**config.mk**
```make
export PLATFORM = sky130hd
export DESIGN_NAME = sevlvl_mod
export DESIGN_NICKNAME = d
export VERILOG_FILES = /design/src/rtl/sevlvl_pkg.sv /design/src/rtl/sevlvl_carrier.sv /design/src/rtl/sevlvl_sample.sv /design/src/rtl/sevlvl_deadband.sv /design/src/rtl/sevlvl_mod.sv
export SDC_FILE = /design/constraint.sdc
export NUM_CORES = 1
export LEC_CHECK = 0
export CORE_ASPECT_RATIO = 0.8
export CORE_MARGIN = 2
export CORE_UTILIZATION = 40
export CTS_CLUSTER_SIZE = 24
export DETAILED_ROUTE_END_ITERATION = 10
export PLACE_DENSITY = 0.69
export SKIP_CTS_REPAIR_TIMING = 1
export SLEW_MARGIN = 10
export SYNTH_ARGS = -nofsm -noshare
export SYNTH_HDL_FRONTEND = slang
export SYNTH_SLANG_ARGS = --single-unit
```
**constraint.sdc**
```tcl
create_clock -name clk -period 4.15 [get_ports clk]
set_clock_uncertainty 0.1 [all_clocks]
set_input_delay 0.415 -clock clk [delete_from_list [all_inputs] [get_ports clk]]
set_output_delay 0.415 -clock clk [all_outputs]
set_load 0.005 [all_outputs]
```
**src/rtl/sevlvl_pkg.sv**
```systemverilog
package sevlvl_pkg;
   typedef enum logic [1:0] {
      RG_LOW  = 2'd0,
      RG_MID  = 2'd1,
      RG_HIGH = 2'd2
   } region_e;

   // raw command slots, one per switch pair
   localparam int NPAIR   = 4;
   localparam int IDX_RP  = 0;
   localparam int IDX_RN  = 1;
   localparam int IDX_MID = 2;
   localparam int IDX_TOP = 3;
endpackage

```
**src/rtl/sevlvl_carrier.sv**
```systemverilog
module sevlvl_carrier #(
   parameter int CNT_W = 10,
   parameter int TOP   = 42
) (
   input  logic             clk,
   input  logic             rst_n,
   input  logic             run,
   output logic [CNT_W-1:0] cnt,
   output logic             start_nxt
);
   localparam logic [CNT_W-1:0] TOPV = CNT_W'(TOP);
   localparam logic [CNT_W-1:0] ONE  = CNT_W'(1);

   logic down;

   always_ff @(posedge clk or negedge rst_n) begin
      if (!rst_n) begin
         cnt  <= '0;
         down <= 1'b0;
      end else if (!run) begin
         cnt  <= '0;
         down <= 1'b0;
      end else if (!down) begin
         cnt <= cnt + ONE;
         if (cnt + ONE == TOPV) down <= 1'b1;
      end else begin
         cnt <= cnt - ONE;
         if (cnt == ONE) down <= 1'b0;
      end
   end

   // next count is the valley: a new period starts
   assign start_nxt = run && down && (cnt == ONE);
endmodule

```
**src/rtl/sevlvl_sample.sv**
```systemverilog
module sevlvl_sample
   import sevlvl_pkg::*;
#(
   parameter int CNT_W  = 10,
   parameter int CTRL_W = 10,
   parameter int TOP    = 42
) (
   input  logic              clk,
   input  logic              rst_n,
   input  logic              run,
   input  logic              start_nxt,
   input  logic [CTRL_W-1:0] ctrl,
   input  logic              pol_in,
   input  logic              bal_in,
   output region_e           rg,
   output logic [CNT_W-1:0]  duty,
   output logic              pol,
   output logic              arr
);
   localparam logic [CTRL_W-1:0] T1 = CTRL_W'(TOP);
   localparam logic [CTRL_W-1:0] T2 = CTRL_W'(2 * TOP);
   localparam logic [CTRL_W-1:0] T3 = CTRL_W'(3 * TOP);

   region_e          rg_n;
   logic [CNT_W-1:0] duty_n;

   always_comb begin
      if (ctrl < T1) begin
         rg_n   = RG_LOW;
         duty_n = CNT_W'(ctrl);
      end else if (ctrl < T2) begin
         rg_n   = RG_MID;
         duty_n = CNT_W'(ctrl - T1);
      end else if (ctrl < T3) begin
         rg_n   = RG_HIGH;
         duty_n = CNT_W'(ctrl - T2);
      end else begin
         rg_n   = RG_HIGH;
         duty_n = CNT_W'(TOP);
      end
   end

   always_ff @(posedge clk or negedge rst_n) begin
      if (!rst_n) begin
         rg   <= RG_LOW;
         duty <= '0;
         pol  <= 1'b0;
         arr  <= 1'b0;
      end else if (!run) begin
         rg   <= rg_n;
         duty <= duty_n;
         pol  <= pol_in;
         arr  <= 1'b0;
      end else if (start_nxt) begin
         rg   <= rg_n;
         duty <= duty_n;
         pol  <= pol_in;
         arr  <= bal_in & ~arr;
      end
   end
endmodule

```
**src/rtl/sevlvl_deadband.sv**
```systemverilog
module sevlvl_deadband #(
   parameter int DT_W = 4
) (
   input  logic            clk,
   input  logic            rst_n,
   input  logic            run,
   input  logic [DT_W-1:0] dead,
   input  logic            raw,
   output logic            on,
   output logic            on_n
);
   logic            raw_q;
   logic            act_q;
   logic [DT_W-1:0] hold;

   always_ff @(posedge clk or negedge rst_n) begin
      if (!rst_n) begin
         raw_q <= 1'b0;
         act_q <= 1'b0;
         hold  <= '0;
      end else begin
         act_q <= run;
         if (!run) begin
            raw_q <= 1'b0;
            hold  <= '0;
         end else begin
            raw_q <= raw;
            if (raw != raw_q)   hold <= dead;
            else if (hold != '0) hold <= hold - DT_W'(1);
         end
      end
   end

   assign on   = act_q &  raw_q & (hold == '0);
   assign on_n = act_q & ~raw_q & (hold == '0);
endmodule

```
**src/rtl/sevlvl_mod.sv**
```systemverilog
module sevlvl_mod
   import sevlvl_pkg::*;
#(
   parameter int CNT_W     = 10,
   parameter int CTRL_W    = 10,
   parameter int TOP       = 42,
   parameter int DT_W      = 4,
   parameter bit MIRROR_EN = 1'b1
) (
   input  logic              clk,
   input  logic              rst_n,
   input  logic              mod_en,
   input  logic [CTRL_W-1:0] ctrl_word,
   input  logic              pol_pos,
   input  logic              bal_en,
   input  logic [DT_W-1:0]   dead_clks,
   output logic              g_rp,
   output logic              g_rp_n,
   output logic              g_rn,
   output logic              g_rn_n,
   output logic              g_mid,
   output logic              g_mid_n,
   output logic              g_top,
   output logic              g_top_n,
   output logic              g_arr
);
   localparam logic [CNT_W-1:0] TOPV = CNT_W'(TOP);

   if (TOP < 2 || TOP >= (2 ** CNT_W)) begin : g_bad_top
      $error("TOP must be at least 2 and fit in CNT_W bits");
   end
   if (3 * TOP >= (2 ** CTRL_W)) begin : g_bad_ctrl
      $error("CTRL_W too narrow for a full scale of 3*TOP");
   end
   if (DT_W < 1) begin : g_bad_dt
      $error("DT_W must be at least 1");
   end

   logic [CNT_W-1:0] cnt;
   logic             start_nxt;
   region_e          rg;
   logic [CNT_W-1:0] duty;
   logic             pol_q;
   logic             arr_q;
   logic [CNT_W-1:0] car_sel;
   logic             pwm;
   logic [NPAIR-1:0] raw;
   logic [NPAIR-1:0] mains;
   logic [NPAIR-1:0] comps;

   sevlvl_carrier #(.CNT_W(CNT_W), .TOP(TOP)) u_car (
      .clk       (clk),
      .rst_n     (rst_n),
      .run       (mod_en),
      .cnt       (cnt),
      .start_nxt (start_nxt)
   );

   sevlvl_sample #(.CNT_W(CNT_W), .CTRL_W(CTRL_W), .TOP(TOP)) u_smp (
      .clk       (clk),
      .rst_n     (rst_n),
      .run       (mod_en),
      .start_nxt (start_nxt),
      .ctrl      (ctrl_word),
      .pol_in    (pol_pos),
      .bal_in    (bal_en),
      .rg        (rg),
      .duty      (duty),
      .pol       (pol_q),
      .arr       (arr_q)
   );

   // mid and top carriers: mirrored on alternate-arrangement periods
   if (MIRROR_EN) begin : g_mirror
      assign car_sel = (rg != RG_LOW && arr_q) ? (TOPV - cnt) : cnt;
   end else begin : g_plain
      assign car_sel = cnt;
   end

   assign pwm = car_sel < duty;

   always_comb begin
      raw = '0;
      case (rg)
         RG_LOW: begin
            raw[IDX_RP] = pol_q & pwm;
            raw[IDX_RN] = ~pol_q & pwm;
         end
         RG_MID: begin
            raw[IDX_RP]  = pol_q;
            raw[IDX_RN]  = ~pol_q;
            raw[IDX_MID] = pwm;
         end
         default: begin
            raw[IDX_RP]  = pol_q;
            raw[IDX_RN]  = ~pol_q;
            raw[IDX_MID] = 1'b1;
            raw[IDX_TOP] = pwm;
         end
      endcase
   end

   for (genvar i = 0; i < NPAIR; i++) begin : g_pair
      sevlvl_deadband #(.DT_W(DT_W)) u_db (
         .clk   (clk),
         .rst_n (rst_n),
         .run   (mod_en),
         .dead  (dead_clks),
         .raw   (raw[i]),
         .on    (mains[i]),
         .on_n  (comps[i])
      );
   end

   assign g_rp    = mains[IDX_RP];
   assign g_rp_n  = comps[IDX_RP];
   assign g_rn    = mains[IDX_RN];
   assign g_rn_n  = comps[IDX_RN];
   assign g_mid   = mains[IDX_MID];
   assign g_mid_n = comps[IDX_MID];
   assign g_top   = mains[IDX_TOP];
   assign g_top_n = comps[IDX_TOP];
   assign g_arr   = arr_q;
endmodule

```
==> key figures, run 1 <==
Logic synthesis
  – Top cell type by total area after synthesis: dfrtp_1
  – Post-synthesis sequential area ratio: approximately 33%
  – Number of warnings issued by yosys: 0
  – Count leader, synth: nand2_1
  – Yosys reg bits: between 40 and 50
  – Syn Inst Count: 409
  – Synth top area cells: dfrtp_1 (33%), ha_1 (9.3%), mux2i_1 (6.0%), nand2_1 (5.1%), xnor2_1 (3.5%)
  – Distinct cells, synth: 58
  – Post-Syn Nets: 454
  – Async set-reset flop share out of synthesis: 100%
  – Post-synth top area share: around a third
  – Post-synth EDFFs: 0
  – Mapped Area: approximately 0.0035 mm²
  – Syn Area/Cell: roughly 8.5 µm²
  – Post-synth top cells: nand2_1 (47), dfrtp_1 (46), inv_1 (32)
  – Primary FF master, synth: dfrtp_1

Setup path
  – FF-to-FF path depth: 13
  – R2r endpoint: g_pair[0].u_db.hold[2]
  – Setup slack, reg-to-reg: roughly 670 ps
  – Type of origin of the critical path: register
  – R2R Path Start: u_car.cnt[0]
  – Endpoint type of the worst setup path: register
  – CP arrival: about 3600 ps
  – Crit Path Class: reg -> reg
  – Crit path max fanout: 9
  – Data required time at the worst endpoint: around 4300 ps

Cells and area
  – Reg area: 0.00115 mm²
  – Area delta synth->final: 12.4%
  – Final nets: approximately 470
  – Share of cells above drive strength 1: 5.12%
  – # diodes: 0
  – Final Cell Area: ~0.004 mm²
  – # fillers: around 860
  – Multi-input logic area: roughly 0.0021 mm²

STA
  – Setup Viol. Count Final: 0
  – RSZ-0062 raised after global routing: no
  – Setup_tns: 0 ps
  – Final worst path period share: 83.8%
  – PnR worst setup slack: 672 ps
  – Tightest Pin Transition: between 1000 and 1500 ps
  – Max Slew Vio Count: 0
  – Normalized max-slew margin: between 30% and 40%
  – Final-report hold violation count: 0
  – Tmin final: 3480 ps
  – Fmax: roughly 290 MHz

Clocking
  – CTS tree: done
  – CTS root buffer: clkbuf_8
  – CTS max path bufs: 2
  – Clk_lat worst skew: approximately 300 ps
  – Htree depth: 2
  – Inserted Clock Buffers: 5
  – Clock transition at path regs: approximately 90 ps
  – Sink Count: 46

Placement
  – Pre-CTS WS: 754 ps
  – Global placer's final weighted congestion: around 0.85
  – HPWL after detailed placement: around 5.7 mm
  – IO buf count: 27
  – DP Area: roughly 0.0038 mm²

Die
  – Io pins: 28
  – Die Y: between 80 and 90 µm
  – Starting density of the core: 41.0%
  – Die area: between 0.009 and 0.01 mm²
  – Core box area: ~0.0085 mm²
  – Row count: 30
  – DIE WIDTH: 108 µm

Route
  – Antenna-violating nets left: 0
  – Via Count: 2,858
  – DR pass1 iterations: 4
  – Vias per Instance: 5.27
  – DR DRC count: 0
  – Routed WL: around 7.6 mm
  – DR iter-0 viols: 96
  – Post-DR wirelength/cell: between 10 and 15 µm

Global route
  – First-pass GRT wire length: 13.2 mm
  – Grt total ovfl: 0
  – Vias in the first global route: ~2,700
  – Largest net degree at the start of global routing: 47
  – Initial antenna violation count: 0
  – Total GRT Usage: between 10% and 20%

Power
  – Power Density: between 300 and 400 mW/mm²
  – Leakage: between 1.5 and 2 nW
  – VDD IR max: 0.142 mV

Status
  – Status: finished, final reports clean

Flow run
  – Max Cap Viol: 0

Hold path
  – Hold crit path type: in -> async
state kept, by name, summed over array words and instances, names as in the netlist:
register and cells:
g_pair.u_db.act_q 1, g_pair.u_db.hold 16, g_pair.u_db.raw_q 4, u_car.cnt 10, u_car.down 1, u_smp.arr 1, u_smp.duty 10, u_smp.pol 1
u_smp.rg 2
critical path: stages (launching register included):
cell and delay (ps):
dfrtp_1 500, nand2_1 190, nand2b_1 150, a21oi_1 100, nand2b_1 170, a21oi_1 170
xor2_1 210, ha_1 310, a21oi_1 200, o21ai_1 220, and3_1 250, a211oi_1 220
o311a_1 390, mux2i_1 230
how the worst max path moves through the flow:
stage	slack, ps	endpoint	cells past startpoint	startpoint
3_3_place_gp	810	g_pair[1].u_db.hold[3]	12	u_car.cnt[0]
6_report	670	g_pair[0].u_db.hold[2]	13	u_car.cnt[0]
2_1_floorplan	1030	g_pair[2].u_db.hold[0]	14	u_car.cnt[2]
5_1_grt	290	g_pair[0].u_db.hold[3]	13	u_car.cnt[0]
4_1_cts	710	g_pair[2].u_db.hold[0]	13	u_car.cnt[0]
3_5_place_dp	750	g_pair[1].u_db.hold[1]	12	u_car.cnt[0]
layout by cell type (no fill, tap or decap), types with 5 or more instances in the layout:
master / count
nand2_1: 47
dfrtp_1: 46
inv_1: 32
nor2_1: 28
ha_1: 26
clkdlybuf4s50_1: 26
a21oi_1: 24
mux2i_1: 21
o21ai_0: 17
nor2b_1: 14
xnor2_1: 14
nor3_1: 12
nand2b_1: 11
and2_1: 10
xor2_1: 9
and3_1: 9
a31oi_1: 7
nand3_1: 6
nor3b_1: 6
clkbuf_8: 6
a21o_1: 5
per-layer routing:
metal | wire length (µm) | part of all wire, % | GRT usage (%) | up-vias
met1 | 4050 | 53 | 26.3 | 1345
li1 | - | - | - | 1454
met4 | 44 | 0.58 | 2.80 | 0
met3 | 273 | 3.6 | 2.62 | 5
met5 | 0 | 0 | 0 | -
met2 | 3240 | 43 | 27.1 | 54
power by group:
part | internal [mW] | switching, mW
Clock | 0.134 | 0.160
Sequential | 0.492 | 0.0456
Combinational | 0.189 | 0.207
area by class of cell:
type | instances | area share, %
multi-input combinational | 316 | 54.5
sequential | 46 | 29.4
timing repair buffer | 28 | 6.97
tap | 112 | 3.58
inverter | 32 | 3.07
clock buffer | 6 | 2.11
clock inverter | 2 | 0.320
metrics by stage:
step	total power [mW]	cells	utilization, %	hold slack, ps
2_1_floorplan	0.821	409	-	19.4
6_report	1.23	542	46.1	192
3_3_place_gp	0.920	534	45.0	360
3_5_place_dp	0.939	534	45.0	371
4_1_cts	1.23	542	46.1	237
5_1_grt	1.32	542	46.1	279
logic make-up (layout without fill, tap and decap cells):
kind of cell,after synthesis,count (layout),synth area share [%]
mux,23,23,6.69
xor+xnor,23,23,5.79
fa+ha+maj,26,26,9.35
buf+inv,47,68,5.68
flops,46,46,33.1
compound gates,82,82,15.0
simple gates,162,162,24.4
Power figures use the tool's default switching activity.
==> run 2, diff against run 1 <==
==> constraint.sdc (replaced) <==
create_clock -name clk -period 3.5 [get_ports clk]
set_clock_uncertainty 0.1 [all_clocks]
set_input_delay 0.35 -clock clk [delete_from_list [all_inputs] [get_ports clk]]
set_output_delay 0.35 -clock clk [all_outputs]
set_load 0.005 [all_outputs]
==> run 2 against run 1 <==
  * Total power rose by 19%
  * Core utilization increased by 0.69 points
  * Sequential share of layout area down 0.37 points
  * Combinational power grew 18%
==> key figures, run 2 (synthesized netlist as in run 1, its figures left out) <==
Status
  – Status: finished, final reports clean

Cells and area
  – Commonest non-fill, non-tap cell in the layout: nand2_1
  – Core Util, Final: 46.8% (+0.69 points)
  – Share of cells above drive strength 1: 7.57% (+2.5 points)
  – Biggest register: g_pair.u_db.hold
  – # diodes: 0 (unchanged)
  – Max reg flops: 16 (unchanged)
  – Regs by FF count: g_pair.u_db.hold (16), u_car.cnt (10), u_smp.duty (10)
  – Final nets: 480 (+1.3%)
  – Finished Layout Cells: 548 (+1.1%)
  – Area delta synth->final: 14.1%
  – Most frequent cells in the layout: nand2_1 (47), dfrtp_1 (44), inv_1 (32)

Global route
  – Initial antenna violation count: 0 (unchanged)
  – Grt total ovfl: 0 (unchanged)
  – Total GRT Usage: 17.4% (-0.071 points)
  – Vias in the first global route: 2,711 (-0.33%)
  – First-pass GRT wire length: 13.0 mm (-1.5%)
  – Largest net degree at the start of global routing: 47 (unchanged)

Setup path
  – Largest stage delay, worst path: 470 ps (-30 ps)
  – Type of origin of the critical path: register
  – Data required time at the worst endpoint: 3630 ps (-640 ps)
  – Crit-path slowest cell: dfrtp_2
  – CP Buf/Inv Count: 0 (unchanged)
  – Crit path max fanout: 9 (unchanged)
  – Worst path cell trace: nand2_1, nand2b_1, a21oi_2, nand2b_1, a21oi_1, xor2_1, ha_1, a21oi_1, o21ai_2, and3_1, a211oi_1, o311a_1, mux2i_1
  – Endpoint type of the worst setup path: register
  – Crit Path Class: reg -> reg
  – Dominant delay contributor by cell family on the critical path: compound AO/OA/AOI/OAI gates
  – CP arrival: 3360 ps (-240 ps)

Placement
  – Cells after DPL: 538 (+0.75%)
  – IO buf count: 27 (unchanged)
  – Global placer's final weighted congestion: 0.901 (+6.5%)
  – HPWL after detailed placement: 5.80 mm (+2.4%)
  – Pre-CTS WS: 93.5 ps (-660 ps)

Clocking
  – Inserted Clock Buffers: 5 (unchanged)
  – Htree depth: 2 (unchanged)
  – CTS root buffer: clkbuf_8
  – Clk_lat worst skew: 310 ps (about the same)
  – CTS tree: done
  – CTS max path bufs: 2 (unchanged)
  – Sink Count: 46 (unchanged)
  – Clock transition at path regs: 90 ps (about the same)

Power
  – Gate power share: 32.2% (about the same)
  – Power Density: 367 mW/mm² (+17%)
  – Internal: 0.971 mW (+19%)
  – Leakage: 1.84 nW (+1.7%)
  – VDD IR max: 0.205 mV (+44%)
  – Sw Ratio: 33.4% (-0.16 points)
  – Register share of total power: 43.6% (-0.2 points)
  – P_sw: 0.488 mW (+18%)
  – Clock share of power: 24.2% (+0.3 points)

Die
  – Row count: 30 (unchanged)
  – Core box area: 0.00848 mm² (unchanged)
  – Starting density of the core: 41.0% (unchanged)
  – Die area: 0.00947 mm² (unchanged)
  – Die Y: 87.4 µm (unchanged)
  – DIE WIDTH: 108 µm (unchanged)
  – Io pins: 28 (unchanged)

STA
  – Setup_tns: 0 ps (unchanged)
  – Final-report hold violation count: 0 (unchanged)
  – Tightest Pin Transition: 1030 ps (+9.92 ps)
  – Fmax: 310 MHz (+7.7%)
  – Minimum hold slack: 115 ps (-77.1 ps)
  – Tmin final: 3230 ps (-248 ps)
  – Setup Viol. Count Final: 0 (unchanged)
  – Normalized max-slew margin: 31.6% (-0.66 points)
  – Final worst path period share: 92.3% (+8.5 points)
  – PnR worst setup slack: 270 ps (-402 ps)
  – Max Slew Vio Count: 0 (unchanged)
  – RSZ-0062 raised after global routing: no

Route
  – DR DRC count: 0 (unchanged)
  – Routed WL: 7.73 mm (+1.7%)
  – DR pass1 iterations: 4 (unchanged)
  – DR iter-0 viols: 136 (+42%)
  – Via Count: 2,927 (+2.4%)
  – Post-DR wirelength/cell: 14.1 µm (+0.58%)
  – Antenna-violating nets left: 0 (unchanged)
  – Vias per Instance: 5.34 (+1.3%)

Hold path
  – Hold crit path type: in -> async

Flow run
  – Max Cap Viol: 0 (unchanged)
[run 2: cell count changes in the layout (fill, tap and decap cells not counted)]
cell / before / now
buf_4: 1 / 7
a21oi_2: 0 / 2
o21ai_2: 1 / 2
dfrtp_1: 46 / 44
a21oi_1: 24 / 22
dfrtp_2: 0 / 2
o21ai_1: 4 / 3
[run 2: power groups by stage]
stage | clock network, mW | registers [mW] | logic [mW]
2_1_floorplan | 0 | 0.630 | 0.344
3_3_place_gp | 0 | 0.644 | 0.450
3_5_place_dp | 0 | 0.645 | 0.467
4_1_cts | 0.359 | 0.635 | 0.471
5_1_grt | 0.381 | 0.644 | 0.540
6_report | 0.353 | 0.635 | 0.470
[run 2: metrics by stage]
| step | cell area (µm²) | power (mW) |
|---|---|---|
| 2_1_floorplan | 3480 | 0.973 |
| 3_3_place_gp | 3850 | 1.09 |
| 3_5_place_dp | 3850 | 1.11 |
| 4_1_cts | 3940 | 1.47 |
| 5_1_grt | 3970 | 1.57 |
| 6_report | 3970 | 1.46 |
[run 2: final timing paths]
path	startpoint	end	slack, ps	cells past startpoint
worst max-delay path	u_car.cnt[0]	g_pair[0].u_db.hold[2]	270	13
worst min-delay path	rst_n	u_smp.arr	110	1
worst max register to register	u_car.cnt[0]	g_pair[0].u_db.hold[2]	270	13
worst min register to register	u_smp.duty[0]	u_smp.duty[0]	390	2
max in group asynchronous	rst_n	u_car.cnt[0]	2480	1
min in group clk	u_smp.duty[0]	u_smp.duty[0]	390	2
[run 2: routing by layer]
metal	share of wire (%)	vias to the layer above	GRT usage (%)
met2	43	68	25.7
met5	0	-	0
met1	51	1376	26.4
met3	4.1	11	2.92
met4	1.1	0	4.31
li1	-	1472	-
[run 2: layout make-up]
cell class,instances,area [µm²]
clock buffers,6,82.6
clock inverters,2,12.5
fillers,834,4510
inverters,32,120
multi-input cells,316,2140
flip-flops and latches,46,1150
well taps,112,140
repair buffers,34,318
==> run 3, diff against run 2 <==
--- a/config.mk
+++ b/config.mk
@@ -10,6 +10,7 @@
 export CORE_UTILIZATION = 40
 export CTS_CLUSTER_SIZE = 24
 export DETAILED_ROUTE_END_ITERATION = 10
+export GPL_ROUTABILITY_DRIVEN = 0
 export PLACE_DENSITY = 0.69
 export SKIP_CTS_REPAIR_TIMING = 1
 export SLEW_MARGIN = 10
==> results of run 3 <==
The final DEF is identical to that of run 2; final timing and power are the same.
